$ cat config.mk
export PLATFORM = sky130hd
export DESIGN_NAME = asg_keygen
export DESIGN_NICKNAME = d
export VERILOG_FILES = /design/src/rtl/asg_pkg.sv /design/src/rtl/asg_lfsr.sv /design/src/rtl/asg_step_ctrl.sv /design/src/rtl/asg_keygen.sv
export SDC_FILE = /design/constraint.sdc
export NUM_CORES = 1
export LEC_CHECK = 0
export BUFFER_PORTS_ARGS = -buffer_cell sky130_fd_sc_hd__buf_2
export CORE_MARGIN = 1
export CORE_UTILIZATION = 50
export DETAILED_ROUTE_END_ITERATION = 10
export PLACE_DENSITY = 0.75
export SLEW_MARGIN = 20
export SYNTH_ARGS = -nofsm -noshare
export SYNTH_HDL_FRONTEND = slang
export SYNTH_SLANG_ARGS = --single-unit
$ cat constraint.sdc
create_clock -name clk -period 1.4 [get_ports clk]
set_input_delay 0.28 -clock clk [delete_from_list [all_inputs] [get_ports clk]]
set_output_delay 0.28 -clock clk [all_outputs]
set_load 0.1 [all_outputs]
$ cat src/rtl/asg_pkg.sv
package asg_pkg;

    // Activity of the previous cycle, as seen by the output decode
    typedef enum logic [1:0] {
        ST_IDLE   = 2'd0,
        ST_LOAD   = 2'd1,
        ST_STREAM = 2'd2
    } asg_state_e;

    // Per-register step enables for one cycle
    typedef struct packed {
        logic r0;
        logic r1;
        logic r2;
    } asg_steps_t;

endpackage

$ cat src/rtl/asg_lfsr.sv
module asg_lfsr #(
    parameter int            LEN  = 5,
    parameter logic [LEN-1:0] TAPS = {1'b1, {(LEN-1){1'b0}}},
    parameter logic [LEN-1:0] FILL = {{(LEN-1){1'b0}}, 1'b1}
) (
    input  logic           clk,
    input  logic           rst,
    input  logic           load,
    input  logic           step,
    input  logic [LEN-1:0] seed,
    output logic [LEN-1:0] state,
    output logic           out_bit
);

    localparam int MSB = LEN - 1;

    logic [LEN-1:0] q;
    logic [LEN-1:0] shifted;
    logic [LEN-1:0] seed_fixed;
    logic           feedback;

    assign feedback = ^(q & TAPS);

    // Shift one place toward the MSB; fresh bit enters at the LSB
    assign shifted[0] = feedback;
    for (genvar i = 1; i < LEN; i++) begin : g_shift
        assign shifted[i] = q[i-1];
    end

    // An all-zero seed would freeze the register forever
    assign seed_fixed = (seed == '0) ? FILL : seed;

    always_ff @(posedge clk) begin
        if (rst) begin
            q <= FILL;
        end else if (load) begin
            q <= seed_fixed;
        end else if (step) begin
            q <= shifted;
        end
    end

    assign state   = q;
    assign out_bit = q[MSB];

endmodule

$ cat src/rtl/asg_step_ctrl.sv
module asg_step_ctrl
    import asg_pkg::*;
(
    input  logic       clk,
    input  logic       rst,
    input  logic       en,
    input  logic       load,
    input  logic       ctl_bit,
    output asg_steps_t steps,
    output logic       ks_valid
);

    asg_state_e state_q;
    asg_state_e state_d;
    logic       run;

    // Next state: every state shares the same transition rule
    always_comb begin
        state_d = ST_IDLE;
        unique case (state_q)
            ST_IDLE, ST_LOAD, ST_STREAM: begin
                if (load) begin
                    state_d = ST_LOAD;
                end else if (en) begin
                    state_d = ST_STREAM;
                end else begin
                    state_d = ST_IDLE;
                end
            end
            default: state_d = ST_IDLE;
        endcase
    end

    // State register
    always_ff @(posedge clk) begin
        if (rst) begin
            state_q <= ST_IDLE;
        end else begin
            state_q <= state_d;
        end
    end

    // Output decode
    always_comb begin
        ks_valid = 1'b0;
        unique case (state_q)
            ST_IDLE:   ks_valid = 1'b0;
            ST_LOAD:   ks_valid = 1'b0;
            ST_STREAM: ks_valid = 1'b1;
            default:   ks_valid = 1'b0;
        endcase
    end

    // Step gating: control always moves, one data register follows it
    assign run      = en && !load;
    assign steps.r2 = run;
    assign steps.r0 = run && !ctl_bit;
    assign steps.r1 = run &&  ctl_bit;

endmodule

$ cat src/rtl/asg_keygen.sv
module asg_keygen
    import asg_pkg::*;
#(
    parameter int             LEN0  = 5,
    parameter int             LEN1  = 7,
    parameter int             LEN2  = 9,
    parameter logic [LEN0-1:0] TAPS0 = 5'b10100,
    parameter logic [LEN1-1:0] TAPS1 = 7'b1100000,
    parameter logic [LEN2-1:0] TAPS2 = 9'b100010000
) (
    input  logic            clk,
    input  logic            rst,
    input  logic            seed_load,
    input  logic [LEN0-1:0] seed0,
    input  logic [LEN1-1:0] seed1,
    input  logic [LEN2-1:0] seed2,
    input  logic            en,
    output logic            ks_bit,
    output logic            ks_valid
);

    asg_steps_t      steps;
    logic [LEN0-1:0] r0_q;
    logic [LEN1-1:0] r1_q;
    logic [LEN2-1:0] r2_q;
    logic            r0_out;
    logic            r1_out;
    logic            ctl_out;

    asg_step_ctrl u_ctrl (
        .clk      (clk),
        .rst      (rst),
        .en       (en),
        .load     (seed_load),
        .ctl_bit  (ctl_out),
        .steps    (steps),
        .ks_valid (ks_valid)
    );

    asg_lfsr #(.LEN(LEN0), .TAPS(TAPS0)) u_data0 (
        .clk     (clk),
        .rst     (rst),
        .load    (seed_load),
        .step    (steps.r0),
        .seed    (seed0),
        .state   (r0_q),
        .out_bit (r0_out)
    );

    asg_lfsr #(.LEN(LEN1), .TAPS(TAPS1)) u_data1 (
        .clk     (clk),
        .rst     (rst),
        .load    (seed_load),
        .step    (steps.r1),
        .seed    (seed1),
        .state   (r1_q),
        .out_bit (r1_out)
    );

    asg_lfsr #(.LEN(LEN2), .TAPS(TAPS2)) u_ctl (
        .clk     (clk),
        .rst     (rst),
        .load    (seed_load),
        .step    (steps.r2),
        .seed    (seed2),
        .state   (r2_q),
        .out_bit (ctl_out)
    );

    // Registers already hold post-step contents, so no extra pipeline stage
    assign ks_bit = r0_out ^ r1_out;

endmodule

==> results.md, run 1 <==
- The per-cell via count in the routed design is 5.54.
- The synthesized design contains 23 register bits.
- The hold buffer count at CTS is 0.
- The complex-gate fraction of the synthesized area is 0.192.
- The sequential share of the synthesized area is 0.397.
- The design draws 0.00134 W.
- The number of different library cells in the post-synthesis netlist is 26.
- The final critical-path share of the clock period is 0.960.
- The root buffer cell chosen for the clock tree is sky130_fd_sc_hd__clkbuf_4.
- In this design, the largest share of critical-path delay is due to flip-flops.
- After the first detailed-routing iteration, the DRC count stood at 11.
- The deepest level of the CTS H-tree is 1.
- Once detailed placement completed, the half-perimeter wirelength came to 1640 µm.
- The arrival time of data at the critical path endpoint is 1.06 ns.
- Setup violations remaining at the end of the flow were counted as 0.
- The timing endpoint of the critical path is ks_bit.
- The vertical die dimension is 50.2 µm.
- Port buffering added 26 buffers.
- The finished cells cover 1360 µm².
- The buffer levels on the longest clock path is 2.
- The startpoint class of the critical path is a flip-flop.
- The initial antenna violation count is 0.
- The worst clock skew is 0.00950 ns.
- The stage delay of the slowest cell on the critical path is 0.41 ns.
- The instance count on the critical path is 2.
- The worst hold-check path type is input pin to flip-flop.
- The reported leakage power is 0.576 nW.
- In this run, CTS created clock tree buffers numbering 3.
- The number of filler cells placed in the layout is 212.
- The post-detailed-route wirelength per cell is 12.5 µm.
- The met1 track demand over resource in global routing is 0.266.
- The final standard cell utilization of the core is 0.623.
- IR analysis of the VDD net gives a maximum drop of 0.540 mV.
- After global routing the overflow that remains totals 0.
- The clock sink count is 23.
- The final critical delay including setup and external delays is 1.34 ns.
- The insertion delay to the later sink of the worst-skew pair is 0.30 ns.
- The first-pass GRT wire length is 4220 µm.
- The die span in x is 50.2 µm.
- The multiplexer share of the synthesized area is 0.168.
- The core area is 2190 µm².
- The endpoint class of the critical path is an output port.
- The initial utilization of the core area, before any placement, comes to 0.529.
- The final layout net count is 177.
- The count of nets left with antenna violations once routing finished came out at 0.
- In the routed design, unresolved DRC markers number 0.
- The number of antenna repair diodes is 0.
- The via count of the first global-routing pass is 1040.
- In the global route stage, met2 resource usage came out at 0.371.
- The weighted congestion at the end of routability-driven global placement is 0.750.
- After synthesis, the largest family of logic cells by area is compound AO/OA/AOI/OAI gates.
- Yosys printed 0 warnings.
- In the final timing run, aggregate negative setup slack is 0 ns.
- Along the worst path, the maximum fanout reaches 3.
- The final layout contains routed wiring with a total length of 2250 µm.
- The placed cell area is 1330 µm².
- The largest total area in the synthesized netlist belongs to sky130_fd_sc_hd__dfxtp_1.
- The worst hold path passes through 3 cells.
- Across all register-to-register paths, the minimum setup slack is 0.30 ns.
- The worst register-to-register path ends at u_data1.state[2].
- At the worst endpoint, the required time is 1.12 ns.
- The number of setup buffers added after CTS is 0.
- The TritonCTS clock tree is built.
- The layer flagged by global routing as most heavily used is met2.
- The slowest cell on the critical path is sky130_fd_sc_hd__dfxtp_4.
- The sum of buffers and inverters on the critical path is 1.
- The number of ports placed on the die boundary is 27.
- The synthesized area divided by synthesized cell count is 9.13 µm².
- In this run the critical register-to-register path is launched from u_ctl.state[8].
- The post-synthesis to final-layout area growth is 17.6%.
- Setup repair after global routing left no endpoint under its margin.
- Derived from the worst setup path, the maximum achievable clock frequency is 0.744 GHz.
- Of the total synthesized cell area, the portion taken by AND, OR, NAND and NOR gates is 0.142.
- The via count of the routed design is 991.
- In the post-synthesis netlist, the biggest area contributors are sky130_fd_sc_hd__dfxtp_1 (40%), sky130_fd_sc_hd__mux2_2 (12%), sky130_fd_sc_hd__a211oi_1 (7.8%), sky130_fd_sc_hd__a21oi_1 (5.6%), sky130_fd_sc_hd__mux2i_1 (5.2%).
- Walking the worst path, the cells encountered are xor2_4, buf_12.
- The run finished with clean final reports.
- The remaining max-slew budget at the tightest pin is 0.731.
- The startpoint of the worst setup timing path is u_data0.state[4].
- The pin count of the biggest net entering global routing is 23.
- The cell area after synthesis is 1160 µm².
- The number of nets handed over by synthesis was 152.
- The number of slew-limit violations in the final report is 0.
- The number of cells on the worst reg-to-reg path is 3.
- For the pin with the worst max-slew slack, the measured transition is 0.404 ns.
- In the global route stage, met3 resource usage came out at 0.0424.
- The final hold violation count is 0.
- The total global routing track utilization is 0.214.
- The fraction of final layout cells with drive strength greater than 1 is 0.331.
- The area share of xor/xnor cells in the synthesized design is 0.0302.
- The first-pass detailed-route iteration total is 4.
- Clock-pin slew was measured on the worst setup and hold paths at 0.13 ns.
- Max-cap violations in this run came to 0.
- The power density over cell area is 985 nW/µm².
- Of the post-synthesis cell area, the dominant cell type holds 0.397.
- The post-synthesis adder-cell area fraction is 0.
- After floorplanning, the core was divided into 17 placement rows.
- The floorplan step defined a die boundary enclosing 2520 µm².
- The count of mapped cells out of synthesis is 127.
- The worst setup path is of the flip-flop to output port kind.
-- timing repair --
item	CTS	global route
cloned	0	0
gates resized for setup	2	2
endpoints found under the setup margin	1	1
-- state kept, by name (all words and copies together) (netlist names) --
signal,cells
u_data0.state,5
u_ctl.state,9
u_ctrl.state_q,2
u_data1.state,7
-- power by group --
| group | internal [W] | switching [W] |
|---|---|---|
| clock network | 0.000111 | 0.000190 |
| registers | 0.000702 | 0.0000377 |
| logic | 0.000143 | 0.000160 |
| total | 0.000956 | 0.000387 |
-- worst reg2reg max path: stages (launching register included) --
cell                       delay [ns]
sky130_fd_sc_hd__dfxtp_1         0.46
sky130_fd_sc_hd__a21o_2          0.29
sky130_fd_sc_hd__nor2_1          0.06
sky130_fd_sc_hd__a211oi_1        0.22
-- cell usage after synthesis --
library cell	count
sky130_fd_sc_hd__a21o_1	2
sky130_fd_sc_hd__buf_6	5
sky130_fd_sc_hd__inv_1	1
sky130_fd_sc_hd__nand2b_1	1
sky130_fd_sc_hd__dfxtp_1	23
sky130_fd_sc_hd__a31oi_1	2
sky130_fd_sc_hd__nor4_1	4
sky130_fd_sc_hd__nor2b_1	1
sky130_fd_sc_hd__xnor2_1	2
sky130_fd_sc_hd__and3_1	1
sky130_fd_sc_hd__nor2_1	8
sky130_fd_sc_hd__a211oi_1	12
sky130_fd_sc_hd__inv_2	1
sky130_fd_sc_hd__a41oi_1	1
sky130_fd_sc_hd__mux2_2	12
sky130_fd_sc_hd__a211o_1	2
sky130_fd_sc_hd__nand2_1	16
sky130_fd_sc_hd__mux2i_1	6
sky130_fd_sc_hd__clkbuf_1	2
sky130_fd_sc_hd__a21oi_1	13
sky130_fd_sc_hd__o21ai_0	1
sky130_fd_sc_hd__xor2_1	2
sky130_fd_sc_hd__and2_1	1
sky130_fd_sc_hd__a21o_2	1
sky130_fd_sc_hd__buf_2	2
sky130_fd_sc_hd__nor3_1	5
-- worst min-delay path by stage --
stage	startpoint	end	slack [ns]
2_1_floorplan	rst	u_ctl.state[0]	0.37
6_report	seed2[1]	u_ctl.state[1]	0.23
3_5_place_dp	u_data0.state[0]	u_data0.state[0]	0.48
3_3_place_gp	u_data0.state[0]	u_data0.state[0]	0.46
4_1_cts	seed2[1]	u_ctl.state[1]	0.22
5_1_grt	seed2[2]	u_ctl.state[2]	0.22
-- routing by layer --
metal / vias up / routed length, µm / share of wire
met5: - / 0 / 0
met4: 0 / 14 / 0.0062
met3: 2 / 93 / 0.041
met2: 25 / 1100 / 0.49
met1: 456 / 1040 / 0.46
li1: 508 / - / -
-- logic make-up (layout without fill, tap and decap cells) --
group	after synthesis	after routing
flip-flops	23	23
AO/OA/AOI/OAI	34	34
buffers and inverters	11	35
multiplexers	18	18
AND/OR/NAND/NOR	37	37
XOR/XNOR	4	4
-- placed cells by master (no fill, tap or decap), drive strengths merged, types with 4 or more instances in the layout --
cell    instances
buf            29
dfxtp          23
nand2          16
a21oi          13
a211oi         12
mux2           12
nor2            8
mux2i           6
nor3            5
nor4            4
clkbuf          4
-- layout make-up --
cell class                      count  area [µm²]  share of cell area
Tap cell                           28        35.0              0.0257
Timing Repair Buffer               29         183               0.134
Clock buffer                        4        26.3              0.0193
Multi-Input combinational cell     93         644               0.472
Sequential cell                    23         468               0.343
Inverter                            2        7.51             0.00550
-- through the flow --
stage	worst slack [ns]	std cells	hold WS [ns]
after CTS	0.0182	179	0.221
after global placement	0.161	175	0.464
after global routing	0.0105	179	0.223
after detailed placement	0.129	175	0.480
final	0.0564	179	0.227
after floorplan	0.0771	127	0.374
Note: power is estimated with default switching activity, not from simulation.
==> inputs of run 2 (changes only) <==
--- a/config.mk
+++ b/config.mk
@@ -8,6 +8,7 @@
 export BUFFER_PORTS_ARGS = -buffer_cell sky130_fd_sc_hd__buf_2
 export CORE_MARGIN = 1
 export CORE_UTILIZATION = 50
+export CTS_BUF_LIST = sky130_fd_sc_hd__clkbuf_8
 export DETAILED_ROUTE_END_ITERATION = 10
 export PLACE_DENSITY = 0.75
 export SLEW_MARGIN = 20
==> run 2 against run 1 <==
Against the previous run:
- global-route usage shrank 0.13 points
- flip-flop and latch count stayed put
- largest power group unchanged
- first-iteration DRC count rose by 9.1%
- via count decreased by 0.30%
- final cell count unchanged
- die area stayed put
- critical path type unchanged
- clock power is 32% higher
- worst hold slack improved by 0.052 ns
==> results.md, run 2 (synthesis gave the netlist of run 1 again) <==
- The flow ran to the end, and the final reports show no timing, DRC or antenna violations.
- The number of slew-limit violations in the final report is 0.
- OpenSTA, run right after detailed placement, puts the worst setup slack at 0.129 ns.
- The summed area of non-filler cells in the final layout is 1380 µm².
- The transition time at the pin with the least slew margin is 0.397 ns.
- For this run the aggregate overflow at the end of global routing stands at 0.
- The die outline area is 2520 µm².
- The core region is 2190 µm².
- The endpoint class of the critical path is an output port.
- Dividing the final minimum period by the clock period gives 0.929.
- The buffer levels on the longest clock path is 2.
- Dividing the detail-routed via count by the number of cells gives 5.52.
- The routed wire length is 2230 µm.
- The register-to-register path setup slack is 0.31 ns.
- For this configuration, the core starts out at a cell density of 0.529.
- The most common cell after layout, fill and taps aside is sky130_fd_sc_hd__buf_2.
- The routed layout has 988 vias.
- Setup repair after global routing left no endpoint under its margin.
- After the last flow step, the layout net total stands at 177.
- The post-synthesis to final-layout area growth is 18.8%.
- The buffers inserted during post-CTS setup optimization is 0.
- Dividing total power by cell area gives a power density of 1040 nW/µm².
- The later pin in the worst-skew pair is clocked with a latency of 0.26 ns.
- The number of placement rows is 17.
- The number of remaining DRC errors is 0.
- After routing, the total negative slack on setup checks comes to 0 ns.
- The floorplan step set the die height to 50.2 µm.
- The maximum clock frequency is 0.769 GHz.
- The register with the most flip-flops in the layout has 9 of them.
- Setup slack closes at 0.0999 ns.
- The pin count of the biggest net entering global routing is 23.
- Setup violations remaining at the end of the flow were counted as 0.
- The root buffer cell chosen for the clock tree is sky130_fd_sc_hd__clkbuf_8.
- Of the cells placed in the final design, the portion with a size suffix greater than 1 is 0.331.
- The detailed router finished its first iteration with 12 violations.
- The clock period could shrink to 1.30 ns.
- STA classifies the critical path startpoint as a flip-flop.
- The clock sink count is 23.
- Data arrives at the worst endpoint at 1.02 ns.
- The deepest level of the CTS H-tree is 1.
- In this run the static leakage power is 0.588 nW.
- The via count of the first global-routing pass is 1034.
- The first-pass GRT wire length is 4170 µm.
- Data on the critical path is required at its endpoint by 1.12 ns.
- The highest ir drop seen on vdd is 0.585 mV.
- Across the routed clock network, the largest skew measured is 0.00539 ns.
- Routability-driven placement finished with a final weighted congestion of 0.750.
- The maximum fanout along the worst path is 3.
- The HPWL after detailed placement is 1640 µm.
- The category of the most critical setup path is flip-flop to output port.
- The worst hold-check path type is input pin to flip-flop.
- In this run the tool buffered the top-level ports with 26 buffer cells.
- The number of antenna repair diodes is 0.
- The post-detailed-route wirelength per cell is 12.5 µm.
- The first-pass detailed-route iteration total is 4.
- After clock tree synthesis, the clock-pin slew on the worst setup and hold paths is 0.08 ns.
- The die span in x is 50.2 µm.
- In this run the cell area measured after placement is 1330 µm².
- The number of ports placed on the die boundary is 27.
- The initial antenna violation count is 0.
- In the layout the commonest cells are sky130_fd_sc_hd__buf_2 (24), sky130_fd_sc_hd__dfxtp_1 (21), sky130_fd_sc_hd__nand2_1 (16).
- The final hold violation count is 0.
- The number of clock buffers inserted by TritonCTS is 3.
- The total global routing track utilization is 0.213.
- TritonCTS built the clock tree.
- The max-capacitance violation count is 0.
- The residual antenna-violating net count after detailed routing is 0.
- The remaining max-slew budget at the tightest pin is 0.736.
[run 2: layout make-up]
| type | count | area [µm²] |
|---|---|---|
| Sequential cell | 23 | 463 |
| Timing Repair Buffer | 29 | 183 |
| Inverter | 2 | 7.51 |
| Multi-Input combinational cell | 93 | 644 |
| Clock buffer | 3 | 41.3 |
| Clock inverter | 1 | 3.75 |
| Fill cell | 213 | 813 |
| Tap cell | 28 | 35.0 |
[run 2: repair_timing]
item	4_1_cts	5_1_grt
hold buffers	0	0
gates resized for setup	0	2
endpoints found under the setup margin	0	1
[run 2: layer usage]
| metal | share of wire | track usage |
|---|---|---|
| met3 | 0.038 | 0.0424 |
| met5 | 0 | 0 |
| met4 | 0.0063 | 0.0619 |
| met2 | 0.49 | 0.371 |
| met1 | 0.46 | 0.262 |
[run 2: metrics by stage]
stage                util  hold WS, ns  total power, W  instances
global placement    0.607        0.464         0.00105        175
detailed placement  0.607        0.480         0.00106        175
CTS                 0.628        0.277         0.00145        179
finish              0.629        0.279         0.00144        179
floorplan               -        0.374        0.000969        127
global route        0.629        0.285         0.00151        179
[run 2: final timing paths]
kind	startpoint	end	depth (start not counted)
min	seed2[3]	u_ctl.state[3]	3
min reg2reg	u_data0.state[0]	u_data0.state[0]	2
max reg2reg	u_ctl.state[8]	u_data1.state[2]	3
max	u_data0.state[4]	ks_bit	2
[run 2: critical path, stage by stage (launching register included)]
cell and delay, ns:
sky130_fd_sc_hd__dfxtp_2 0.40, sky130_fd_sc_hd__xor2_4 0.17, sky130_fd_sc_hd__buf_12 0.19
[run 2: power by group]
part	leakage, nW	switching, W	total (W)	internal (W)
clock	0.0269	0.000201	0.000397	0.000195
combinational	0.370	0.000159	0.000301	0.000143
sequential	0.191	0.0000378	0.000741	0.000703
